$ cat config.mk
export PLATFORM = sky130hd
export DESIGN_NAME = bounds_guard
export DESIGN_NICKNAME = d
export VERILOG_FILES = /design/src/rtl/bounds_guard_pkg.sv /design/src/rtl/bg_heap_table.sv /design/src/rtl/bg_frame_stack.sv /design/src/rtl/bounds_guard.sv
export SDC_FILE = /design/constraint.sdc
export NUM_CORES = 2
export LEC_CHECK = 0
export CAP_MARGIN = 10
export CORE_MARGIN = 8
export CORE_UTILIZATION = 25
export DETAILED_ROUTE_END_ITERATION = 8
export DONT_BUFFER_PORTS = 1
export GPL_TIMING_DRIVEN = 0
export PLACE_DENSITY = 0.5
export SLEW_MARGIN = 20
export SYNTH_ARGS = -nofsm -noshare
export SYNTH_HDL_FRONTEND = slang
export SYNTH_SLANG_ARGS = --single-unit
$ cat constraint.sdc
create_clock -name clk -period 13 [get_ports clk]
set_clock_uncertainty 0.2 [all_clocks]
set_input_delay 2.6 -clock clk [delete_from_list [all_inputs] [get_ports clk]]
set_output_delay 2.6 -clock clk [all_outputs]
set_load 0.05 [all_outputs]
$ cat src/rtl/bounds_guard_pkg.sv
package bounds_guard_pkg;
  localparam int ADDR_W = 64;
  typedef logic [ADDR_W-1:0] addr_t;

  // half-open [base, base+size), written to avoid wrap of base+size
  function automatic logic in_span(input addr_t a, input addr_t base, input addr_t size);
    return (a >= base) && ((a - base) < size);
  endfunction

  // half-open [lo, hi)
  function automatic logic in_window(input addr_t a, input addr_t lo, input addr_t hi);
    return (a >= lo) && (a < hi);
  endfunction
endpackage

$ cat src/rtl/bg_heap_table.sv
module bg_heap_table
  import bounds_guard_pkg::*;
#(
  parameter int ENTRIES = 4
) (
  input  logic  clk,
  input  logic  rst_n,
  input  logic  alloc_valid,
  input  addr_t alloc_base,
  input  addr_t alloc_size,
  input  logic  free_valid,
  input  addr_t free_base,
  input  addr_t look_addr,
  output logic  look_ok,
  output logic  ovf_o
);
  localparam int IDX_W = (ENTRIES > 1) ? $clog2(ENTRIES) : 1;

  logic [ENTRIES-1:0] valid_q;
  addr_t              base_q [ENTRIES];
  addr_t              size_q [ENTRIES];
  logic               ovf_q;

  logic [ENTRIES-1:0] hit_vec;
  logic [ENTRIES-1:0] free_match;
  logic               tbl_full;
  logic [IDX_W-1:0]   slot_idx;

  for (genvar g = 0; g < ENTRIES; g++) begin : g_cmp
    assign hit_vec[g]    = valid_q[g] && in_span(look_addr, base_q[g], size_q[g]);
    assign free_match[g] = valid_q[g] && (base_q[g] == free_base);
  end

  assign tbl_full = &valid_q;

  always_comb begin
    slot_idx = '0;
    for (int i = ENTRIES - 1; i >= 0; i--) begin
      if (!valid_q[i]) slot_idx = IDX_W'(i);
    end
  end

  always_ff @(posedge clk) begin
    if (!rst_n) begin
      valid_q <= '0;
      ovf_q   <= 1'b0;
      for (int i = 0; i < ENTRIES; i++) begin
        base_q[i] <= '0;
        size_q[i] <= '0;
      end
    end else begin
      if (free_valid) valid_q <= valid_q & ~free_match;
      if (alloc_valid) begin
        if (tbl_full) begin
          ovf_q <= 1'b1;
        end else begin
          valid_q[slot_idx] <= 1'b1;
          base_q[slot_idx]  <= alloc_base;
          size_q[slot_idx]  <= alloc_size;
        end
      end
    end
  end

  assign look_ok = ovf_q | (|hit_vec);
  assign ovf_o   = ovf_q;

  assert_ovf_sticky_R6: assert property (@(posedge clk) disable iff (!rst_n)
    ovf_q |=> ovf_q);
  assert_full_alloc_ovf_R6: assert property (@(posedge clk) disable iff (!rst_n)
    (alloc_valid && tbl_full) |=> ovf_q);
  assert_free_shrinks_R5: assert property (@(posedge clk) disable iff (!rst_n)
    (free_valid && (|free_match) && !alloc_valid) |=>
      ($countones(valid_q) < $past($countones(valid_q))));
  assert_alloc_grows_R4: assert property (@(posedge clk) disable iff (!rst_n)
    (alloc_valid && !tbl_full && !free_valid) |=>
      ($countones(valid_q) == $past($countones(valid_q)) + 1));
endmodule

$ cat src/rtl/bg_frame_stack.sv
module bg_frame_stack
  import bounds_guard_pkg::*;
#(
  parameter int DEPTH = 4
) (
  input  logic  clk,
  input  logic  rst_n,
  input  logic  call_valid,
  input  addr_t call_lo,
  input  addr_t call_hi,
  input  logic  ret_valid,
  input  addr_t look_addr,
  output logic  look_ok,
  output logic  underflow_o
);
  localparam int CNT_W = $clog2(DEPTH + 1);

  addr_t            cur_lo, cur_hi;
  addr_t            sv_lo [DEPTH];
  addr_t            sv_hi [DEPTH];
  logic [CNT_W-1:0] depth_q;
  logic             uflow_q;

  logic do_push, do_pop, bad_pop;
  assign do_push = call_valid;
  assign do_pop  = ret_valid && !call_valid && (depth_q != '0);
  assign bad_pop = ret_valid && !call_valid && (depth_q == '0);

  always_ff @(posedge clk) begin
    if (!rst_n) begin
      cur_lo  <= '0;
      cur_hi  <= '0;
      depth_q <= '0;
      uflow_q <= 1'b0;
      for (int i = 0; i < DEPTH; i++) begin
        sv_lo[i] <= '0;
        sv_hi[i] <= '0;
      end
    end else begin
      uflow_q <= bad_pop;
      if (do_push) begin
        cur_lo   <= call_lo;
        cur_hi   <= call_hi;
        sv_lo[0] <= cur_lo;
        sv_hi[0] <= cur_hi;
        for (int i = 1; i < DEPTH; i++) begin
          sv_lo[i] <= sv_lo[i-1];
          sv_hi[i] <= sv_hi[i-1];
        end
        if (depth_q != CNT_W'(DEPTH)) depth_q <= depth_q + 1'b1;
      end else if (do_pop) begin
        cur_lo <= sv_lo[0];
        cur_hi <= sv_hi[0];
        for (int i = 0; i < DEPTH - 1; i++) begin
          sv_lo[i] <= sv_lo[i+1];
          sv_hi[i] <= sv_hi[i+1];
        end
        sv_lo[DEPTH-1] <= '0;
        sv_hi[DEPTH-1] <= '0;
        depth_q <= depth_q - 1'b1;
      end
    end
  end

  assign look_ok     = in_window(look_addr, cur_lo, cur_hi);
  assign underflow_o = uflow_q;

  always @(posedge clk) begin
    if (rst_n) assert_depth_bound_R11: assert (depth_q <= CNT_W'(DEPTH));
  end

  assert_underflow_pulse_R8: assert property (@(posedge clk) disable iff (!rst_n)
    bad_pop |=> uflow_q);
  assert_underflow_keeps_frame_R8: assert property (@(posedge clk) disable iff (!rst_n)
    bad_pop |=> ($stable(cur_lo) && $stable(cur_hi)));
  assert_call_installs_R7: assert property (@(posedge clk) disable iff (!rst_n)
    call_valid |=> (cur_lo == $past(call_lo) && cur_hi == $past(call_hi)));
endmodule

$ cat src/rtl/bounds_guard.sv
module bounds_guard
  import bounds_guard_pkg::*;
#(
  parameter int    HEAP_ENTRIES = 4,
  parameter int    STACK_DEPTH  = 4,
  parameter logic [63:0] LIB_BASE = 64'h0000_0001_0000_0000
) (
  input  logic        clk,
  input  logic        rst_n,
  input  logic        cfg_we,
  input  logic [63:0] cfg_code_end,
  input  logic [63:0] cfg_glob_base,
  input  logic [63:0] cfg_glob_size,
  input  logic        alloc_valid,
  input  logic [63:0] alloc_base,
  input  logic [63:0] alloc_size,
  input  logic        free_valid,
  input  logic [63:0] free_base,
  input  logic        call_valid,
  input  logic [63:0] call_lo,
  input  logic [63:0] call_hi,
  input  logic        ret_valid,
  input  logic        acc_valid,
  input  logic [63:0] acc_addr,
  output logic        chk_valid,
  output logic        viol,
  output logic [63:0] viol_addr,
  output logic        heap_ovf,
  output logic        stk_underflow
);
  addr_t code_end_q, glob_base_q, glob_size_q;

  always_ff @(posedge clk) begin
    if (!rst_n) begin
      code_end_q  <= '0;
      glob_base_q <= '0;
      glob_size_q <= '0;
    end else if (cfg_we) begin
      code_end_q  <= cfg_code_end;
      glob_base_q <= cfg_glob_base;
      glob_size_q <= cfg_glob_size;
    end
  end

  // named region decisions for the checker
  logic code_ok, glob_ok, lib_ok, heap_ok, frame_ok, acc_ok;

  assign code_ok = acc_addr < code_end_q;
  assign glob_ok = in_span(acc_addr, glob_base_q, glob_size_q);
  assign lib_ok  = acc_addr >= LIB_BASE;

  bg_heap_table #(.ENTRIES(HEAP_ENTRIES)) u_heap (
    .clk        (clk),
    .rst_n      (rst_n),
    .alloc_valid(alloc_valid),
    .alloc_base (alloc_base),
    .alloc_size (alloc_size),
    .free_valid (free_valid),
    .free_base  (free_base),
    .look_addr  (acc_addr),
    .look_ok    (heap_ok),
    .ovf_o      (heap_ovf)
  );

  bg_frame_stack #(.DEPTH(STACK_DEPTH)) u_frame (
    .clk        (clk),
    .rst_n      (rst_n),
    .call_valid (call_valid),
    .call_lo    (call_lo),
    .call_hi    (call_hi),
    .ret_valid  (ret_valid),
    .look_addr  (acc_addr),
    .look_ok    (frame_ok),
    .underflow_o(stk_underflow)
  );

  assign acc_ok = code_ok | glob_ok | lib_ok | heap_ok | frame_ok;

  always_ff @(posedge clk) begin
    if (!rst_n) begin
      chk_valid <= 1'b0;
      viol      <= 1'b0;
      viol_addr <= '0;
    end else begin
      chk_valid <= acc_valid;
      viol      <= acc_valid && !acc_ok;
      if (acc_valid && !acc_ok) viol_addr <= acc_addr;
    end
  end

  assert_lib_never_flags_R3: assert property (@(posedge clk) disable iff (!rst_n)
    (acc_valid && acc_addr >= LIB_BASE) |=> !viol);
  assert_viol_follows_access_R9: assert property (@(posedge clk) disable iff (!rst_n)
    viol |-> chk_valid);
  assert_viol_addr_R9: assert property (@(posedge clk) disable iff (!rst_n)
    viol |-> (viol_addr == $past(acc_addr)));
  assert_no_check_without_access_R9: assert property (@(posedge clk) disable iff (!rst_n)
    !acc_valid |=> !chk_valid);
endmodule

Yosys cells after proc, flatten, opt, wreduce, memory -nomap -nowiden
Memory sizes are Yosys's and may differ from the RTL's.
Cells that the tools add are included.
{"block": "word_totals", "elab_cells": 150, "register_bits": 395, "in_bits": 584, "mem_count": 4, "ram_bits": 1024, "output_inout_bits": 68}
{"memory": "u_frame.sv_hi", "depth": 4, "word_bits": 64, "read_ports": 4, "rd_ports_with_merged_regs": 0, "write_ports": 4, "line": "bg_frame_stack.sv:20", "source": "addr_t sv_hi [DEPTH];"}
{"memory": "u_frame.sv_lo", "depth": 4, "word_bits": 64, "read_ports": 4, "rd_ports_with_merged_regs": 0, "write_ports": 4, "line": "bg_frame_stack.sv:19", "source": "addr_t sv_lo [DEPTH];"}
{"memory": "u_heap.base_q", "depth": 4, "word_bits": 64, "read_ports": 4, "rd_ports_with_merged_regs": 0, "write_ports": 4, "line": "bg_heap_table.sv:20", "source": "addr_t base_q [ENTRIES];"}
{"memory": "u_heap.size_q", "depth": 4, "word_bits": 64, "read_ports": 4, "rd_ports_with_merged_regs": 0, "write_ports": 4, "line": "bg_heap_table.sv:21", "source": "addr_t size_q [ENTRIES];"}
{"block": "op_classes", "bitwise_logic": 24, "eq_ne": 6, "mux": 51, "order_cmp": 16, "add_sub_neg": 7, "reduce_logical": 30}
{"cell": "2-to-1 mux 64 bit", "count": 22}
{"cell": "less-than comparator 64 bit", "count": 7}
{"cell": ">= comparator 64 bit", "count": 6}
{"cell": "subtractor 64 bit", "count": 5}
{"cell": "equality test 64 bit", "count": 4}
{"cell": "OR reduction 64 bit", "count": 2}
{"cell": ">= comparator 64 x 33 -> 1 bit, second input constant", "count": 1}
{"cell": "bitwise OR 1 bit", "count": 21}
{"cell": "logical AND 1 bit", "count": 19}
{"cell": "2-to-1 mux 4 bit", "count": 4}
{"cell": "2-to-1 mux 1 bit", "count": 15}
{"cell": "2-to-1 mux 2 bit", "count": 6}
{"cell": "2-to-1 mux 3 bit", "count": 3}
{"cell": "AND reduction 5 bit", "count": 1}
{"cell": "AND 4 bit", "count": 1}
{"cell": "inverter 4 bit", "count": 1}
{"cell": "bitwise OR 4 bit", "count": 1}
{"cell": "AND reduction 4 bit", "count": 1}
{"cell": "OR reduction 4 bit", "count": 1}
{"cell": "adder 3 x 1 -> 3 bit, second input constant", "count": 1}
{"cell": "logical NOT 3 bit", "count": 1}
{"cell": "less-than comparator 2 x 3 -> 1 bit, second input constant", "count": 1}
{"cell": "inequality test 3 bit, second input constant", "count": 1}
{"cell": "nonzero test 3 bit", "count": 1}
{"cell": "7 further kinds", "count": 8}

Longest topological paths before layout
{"block": "depth", "depth_word": 11, "mapped_depth": 29}

Cells and area by module
A second synthesis with hierarchy kept.
{"block": "hier_totals", "cells_unflattened": 9619, "hier_area_um2": 90272.8}
{"module": "bg_heap_table", "instances": 1, "cells_per_inst": 4834, "seq_area_each_um2": 15474.8, "area_each_um2": 43017.5}
{"module": "bg_frame_stack", "instances": 1, "cells_per_inst": 2903, "seq_area_each_um2": 16736.1, "area_each_um2": 30656.9}
{"module": "bounds_guard", "instances": 1, "cells_per_inst": 1882, "seq_area_each_um2": 5165.0, "area_each_um2": 16598.4}

Worst setup path before layout
Ideal clock, no wire load.
{"block": "synth_path", "path_kind": "input port to flip-flop", "startpoint": "input port alloc_valid", "endpoint": "memory u_heap.base_q[3][0] in the netlist's numbering, enable pin", "path_slack_ps": 182, "arrival_time_ps": 11826, "stages": 3, "required_ps": 12008, "setup_ps": 792, "n_path_buf": 0, "cell_sequence": "and3_1 -> nand2_1 -> o21ai_0"}
{"element": "start, declared", "line": "bounds_guard.sv:14", "source": "input logic alloc_valid,"}
{"element": "end, declared", "line": "bg_heap_table.sv:20"}

Worst setup path in the final report
{"block": "layout_path", "startpoint": "input port acc_addr[0]", "endpoint": "register viol_addr[4]"}
{"block": "layout_between", "elab_chain_cells": 10, "word_cells_on_any_way": 37, "cone_classes": "add/sub: 5; order compare: 14; bitwise: 5; reduce/logical: 13"}
{"element": "start, declared", "line": "bounds_guard.sv:24", "source": "input logic [63:0] acc_addr,"}
{"element": "subtractor 64 bit", "line": "bounds_guard_pkg.sv:7", "source": "return (a >= base) && ((a - base) < size);"}
{"element": "less-than comparator 64 bit", "line": "bounds_guard_pkg.sv:7"}
{"element": "logical AND 1 bit", "line": "bounds_guard_pkg.sv:7"}
{"element": "logical AND 1 bit", "line": "bg_heap_table.sv:30", "source": "assign hit_vec[g] = valid_q[g] && in_span(look_addr, base_q[g], size_q[g]);"}
{"element": "OR reduction 4 bit", "line": "bg_heap_table.sv:65", "source": "assign look_ok = ovf_q | (|hit_vec);"}
{"element": "bitwise OR 1 bit", "line": "bg_heap_table.sv:65"}
{"element": "bitwise OR 1 bit", "line": "bounds_guard.sv:77", "source": "assign acc_ok = code_ok | glob_ok | lib_ok | heap_ok | frame_ok;"}
{"element": "bitwise OR 1 bit *", "line": "bounds_guard.sv:77"}
{"element": "logical NOT 1 bit *", "line": "bounds_guard.sv:87", "source": "if (acc_valid && !acc_ok) viol_addr <= acc_addr;"}
{"element": "logical AND 1 bit *", "line": "bounds_guard.sv:87"}
{"element": "end signal, assigned", "line": "bounds_guard.sv:87"}
{"element": "end, declared", "line": "bounds_guard.sv:27", "source": "output logic [63:0] viol_addr,"}
Mark *: on every way between the ends. The rest lies on a longest branch, timed or not.
A chain may end at the register's enable or synchronous reset.

==> flow_summary_export.csv <==
group,metric,value,unit
yosys,async_flop_share,0,%
detailed_routing,drt-initial-drc-count,8110,
detailed_routing,vias,75700,
setup_path,crit_path_start_kind,"input port",
yosys,syn_area,0.0891,mm2
sta,setup_violations,0,
finish,fin_nets,11200,
setup_path,critical_path_class,"in2reg",
clock_network,numCtsBuffers,173,
setup_path,critPathBufInv,5,
placed_design,io_buffers,0,
setup_path,critPathMostFrequentCell,"inv_1",
clock_network,clkLatencyLatePin,0.93,ns
global_route,grt.overflow.total,0,
clock_network,post_cts_resized,0,
sta,maxSlewViolCount,0,
die,std_cell_rows,219,
sta,min_period,11.03,ns
global_route,grt_max_degree,47,
sta,fin_ws,1.97,ns
pwr,pwr_density_cell,138,mW/mm2
yosys,syn_avg_cell_area,9.37,um2
setup_path,worstPathRequired,13.52,ns
clock_network,clkSinkCount,1419,
setup_path,cp.arrival,11.55,ns
yosys,syn-num-nets,10900,
sta,fin_crit_sh,84.8,%
die,dieHeight,613,um
finish,final_cell_mix,"inv_1 (939), edfxtp_1 (896), nor2_1 (855)",
die,die-area,0.376,mm2
die,die_w,613,um
pwr,power.leakage,40.7,nW
clock_network,htree_levels,4,
die,initial_core_util,25.1,%
yosys,ys_warn_count,0,
hold_path,hold_path_class,"reg2reg",
yosys,synth_area_leader_cell,"edfxtp_1",
setup_path,critPathMaxStageDelay,0.81,ns
pwr,fin_total_pwr,14.2,mW
detailed_routing,wirelength,437,mm
yosys,netlist_instances,9511,
yosys,synth_cell_type_count,99,
sta,worstMarginPinSlew,1.27,ns
detailed_routing,wire_per_inst,29.6,um
global_route,grt_usage,22.1,%
global_route,grt_pass1_vias,70400,
status,status,"completed",
finish,drive_gt1_share,4.25,%
sta,max_slew_margin,15.0,%
yosys,synth_seq_area_share,41.9,%
clock_network,cts.root.buffer_cell,"clkbuf_16",
sta,max_freq,90.7,MHz
yosys,synth_top_area_share,30.2,%
yosys,ys.flop_type,"edfxtp_1",
setup_path,crit_slowest_cell,"a2111oi_0",
sta,hold_viol,0,
sta,grt_setup_unrepaired,"no",
global_route,grt_pass1_wl,586,mm
sta,tns,0,ns
placed_design,hpwlAfterDp,349,mm
pwr,ir_drop,109,uV
detailed_routing,drtAntennaViolNets,0,
placed_design,dp_slack,1.24,ns
yosys,synth_area_leaders,"edfxtp_1 (30%), dfxtp_1 (12%), ha_1 (12%), a21oi_1 (4.1%), inv_1 (4.0%)",
finish,final_common_cell,"inv_1",
die,ios,652,
setup_path,cp_max_fo,10,
yosys,synth-seq-cells,1419,
clock_network,cts_hold_buf,0,
placed_design,dpl_cell_area,0.0965,mm2
sta,timing.hold.ws,0.282,ns
die,core-area,0.355,mm2
clock_network,cts_setup_buffers,0,
detailed_routing,vias_per_cell,5.12,
setup_path,cp_top_family,"compound AO/OA/AOI/OAI gates",
clock_network,clkSlewWorstSetupHoldPaths,0.06,ns
detailed_routing,drc,0,
finish,nFillCells,37700,
detailed_routing,dr.pass1.iters,5,
flow_run,cap_violations,0,
placed_design,place_congestion,0.990,
clock_network,cts_tree,"yes",
setup_path,cp-end-kind,"flip-flop",
clock_network,cts_buffer_depth,4,
global_route,antenna_found_initial,168,
finish,area.growth.synth_to_final,15.1,%
yosys,synth_edf_count,896,
finish,stdcell_area,0.103,mm2
==> worst reg2reg max path, cell delays in order, from the launching register on <==
cell       delay [ns]
edfxtp_1         0.37
inv_1            0.06
ha_1             0.55
o211ai_1         0.16
a21oi_1          0.80
o21ai_0          0.48
a21oi_1          0.65
o2111ai_1        0.36
a211oi_1         0.62
o21ai_0          0.42
nor2b_1          0.29
xnor2_1          0.23
ha_1             0.29
and3_1           0.25
nand4_1          0.15
nor2_1           0.07
o21ai_0          0.08
nand2_1          0.06
or3_1            0.36
a31oi_1          0.81
o211a_1          0.67
a311oi_1         0.09
and4b_1          0.30
buf_4            0.24
buf_8            0.23
mux2i_1          0.15
==> state kept, by name, summed over array words and instances, names as in the netlist <==
name	flops
u_frame.sv_hi	256
viol_addr	64
glob_size_q	64
u_frame.depth_q	3
code_end_q	64
u_heap.size_q	256
u_heap.valid_q	4
u_frame.cur_lo	64
u_frame.underflow_o	1
u_heap.base_q	256
u_frame.cur_hi	64
u_frame.sv_lo	256
glob_base_q	64
chk_valid	1
viol	1
u_heap.ovf_o	1
==> worst paths after layout <==
kind / from / to / slack (ns) / depth (start not counted)
setup / recovery: acc_addr[0] / viol_addr[4] / 1.97 / 28
hold / removal: u_frame.sv_hi[2][50] / u_frame.sv_hi[3][50] / 0.28 / 2
setup reg to reg: u_heap.base_q[3][4] / viol_addr[4] / 3.93 / 25
hold reg to reg: u_frame.sv_hi[2][50] / u_frame.sv_hi[3][50] / 0.28 / 2
==> routing by layer <==
metal	global-route usage, %	wire (um)	share of wire, %
met5	0	479	0.11
met2	34.2	191000	44
met3	5.29	39100	8.9
met1	28.4	179000	41
met4	12.1	27600	6.3
==> power breakdown <==
group | internal [mW] | leakage, nW | total, mW | switching (mW)
Sequential | 5.29 | 13.9 | 5.60 | 0.309
Clock | 2.87 | 2.76 | 5.03 | 2.16
Combinational | 1.24 | 24.0 | 3.54 | 2.29
Total | 9.41 | 40.7 | 14.2 | 4.76
==> area by class of cell <==
class | instances | area [um2] | share of cell area (%)
Buffer | 471 | 1900 | 1.85
Antenna cell | 156 | 390 | 0.381
Sequential cell | 1419 | 37400 | 36.4
Clock buffer | 246 | 4980 | 4.86
Multi-Input combinational cell | 6682 | 46500 | 45.4
Clock inverter | 65 | 693 | 0.676
Timing Repair Buffer | 53 | 1240 | 1.21
Inverter | 939 | 3520 | 3.44
Tap cell | 4751 | 5940 | 5.80
==> metrics by stage <==
| step | utilization (%) | instances |
|---|---|---|
| 6_report | 28.9 | 14800 |
| 5_1_grt | 28.8 | 14700 |
| 4_1_cts | 28.7 | 14600 |
| 3_5_place_dp | 27.1 | 14300 |
| 3_3_place_gp | 26.7 | 14300 |
| 2_1_floorplan | - | 9511 |
==> synthesized netlist by cell type, types with 10 or more instances <==
| library cell | count |
|---|---|
| edfxtp_1 | 896 |
| or4_1 | 12 |
| o21bai_1 | 70 |
| nand2_1 | 616 |
| o21a_1 | 49 |
| a21boi_0 | 21 |
| nor2_1 | 855 |
| dfxtp_1 | 523 |
| a311oi_1 | 10 |
| nor4_1 | 67 |
| and3_1 | 75 |
| or3_1 | 11 |
| a211oi_1 | 59 |
| nand3_1 | 95 |
| nor3_1 | 75 |
| a22o_1 | 261 |
| and2_1 | 527 |
| clkbuf_1 | 425 |
| o31ai_1 | 21 |
| o211ai_1 | 34 |
| nand2b_1 | 32 |
| o2111ai_1 | 17 |
| o21ai_0 | 268 |
| o41ai_1 | 10 |
| and4_1 | 21 |
| ha_1 | 825 |
| a211o_1 | 12 |
| a21oi_1 | 731 |
| mux2i_1 | 225 |
| a22oi_1 | 261 |
| o21ai_1 | 13 |
| nor2b_1 | 182 |
| nand4_1 | 195 |
| a2111oi_0 | 14 |
| a31oi_1 | 45 |
| o22ai_1 | 37 |
| inv_1 | 939 |
| xor2_1 | 202 |
| a21o_1 | 256 |
| xnor2_1 | 278 |
| buf_1 | 27 |
| a221oi_1 | 45 |
==> cell families (layout without fill, tap and decap cells) <==
kind of cell             count (synthesis)  in the layout  share of synthesized area, %
XOR/XNOR                               480            480                          4.72
AND/OR/NAND/NOR                       2804           2804                          15.5
flip-flops                            1419           1419                          41.9
multiplexers                           225            225                          2.53
AO/OA/AOI/OAI                         2342           2342                          17.6
buffers and inverters                 1410           1774                          6.04
adder cells (fa/ha/maj)                831            831                          11.7
other                                    0            156                             0
Note: power is estimated with default switching activity, not from simulation.
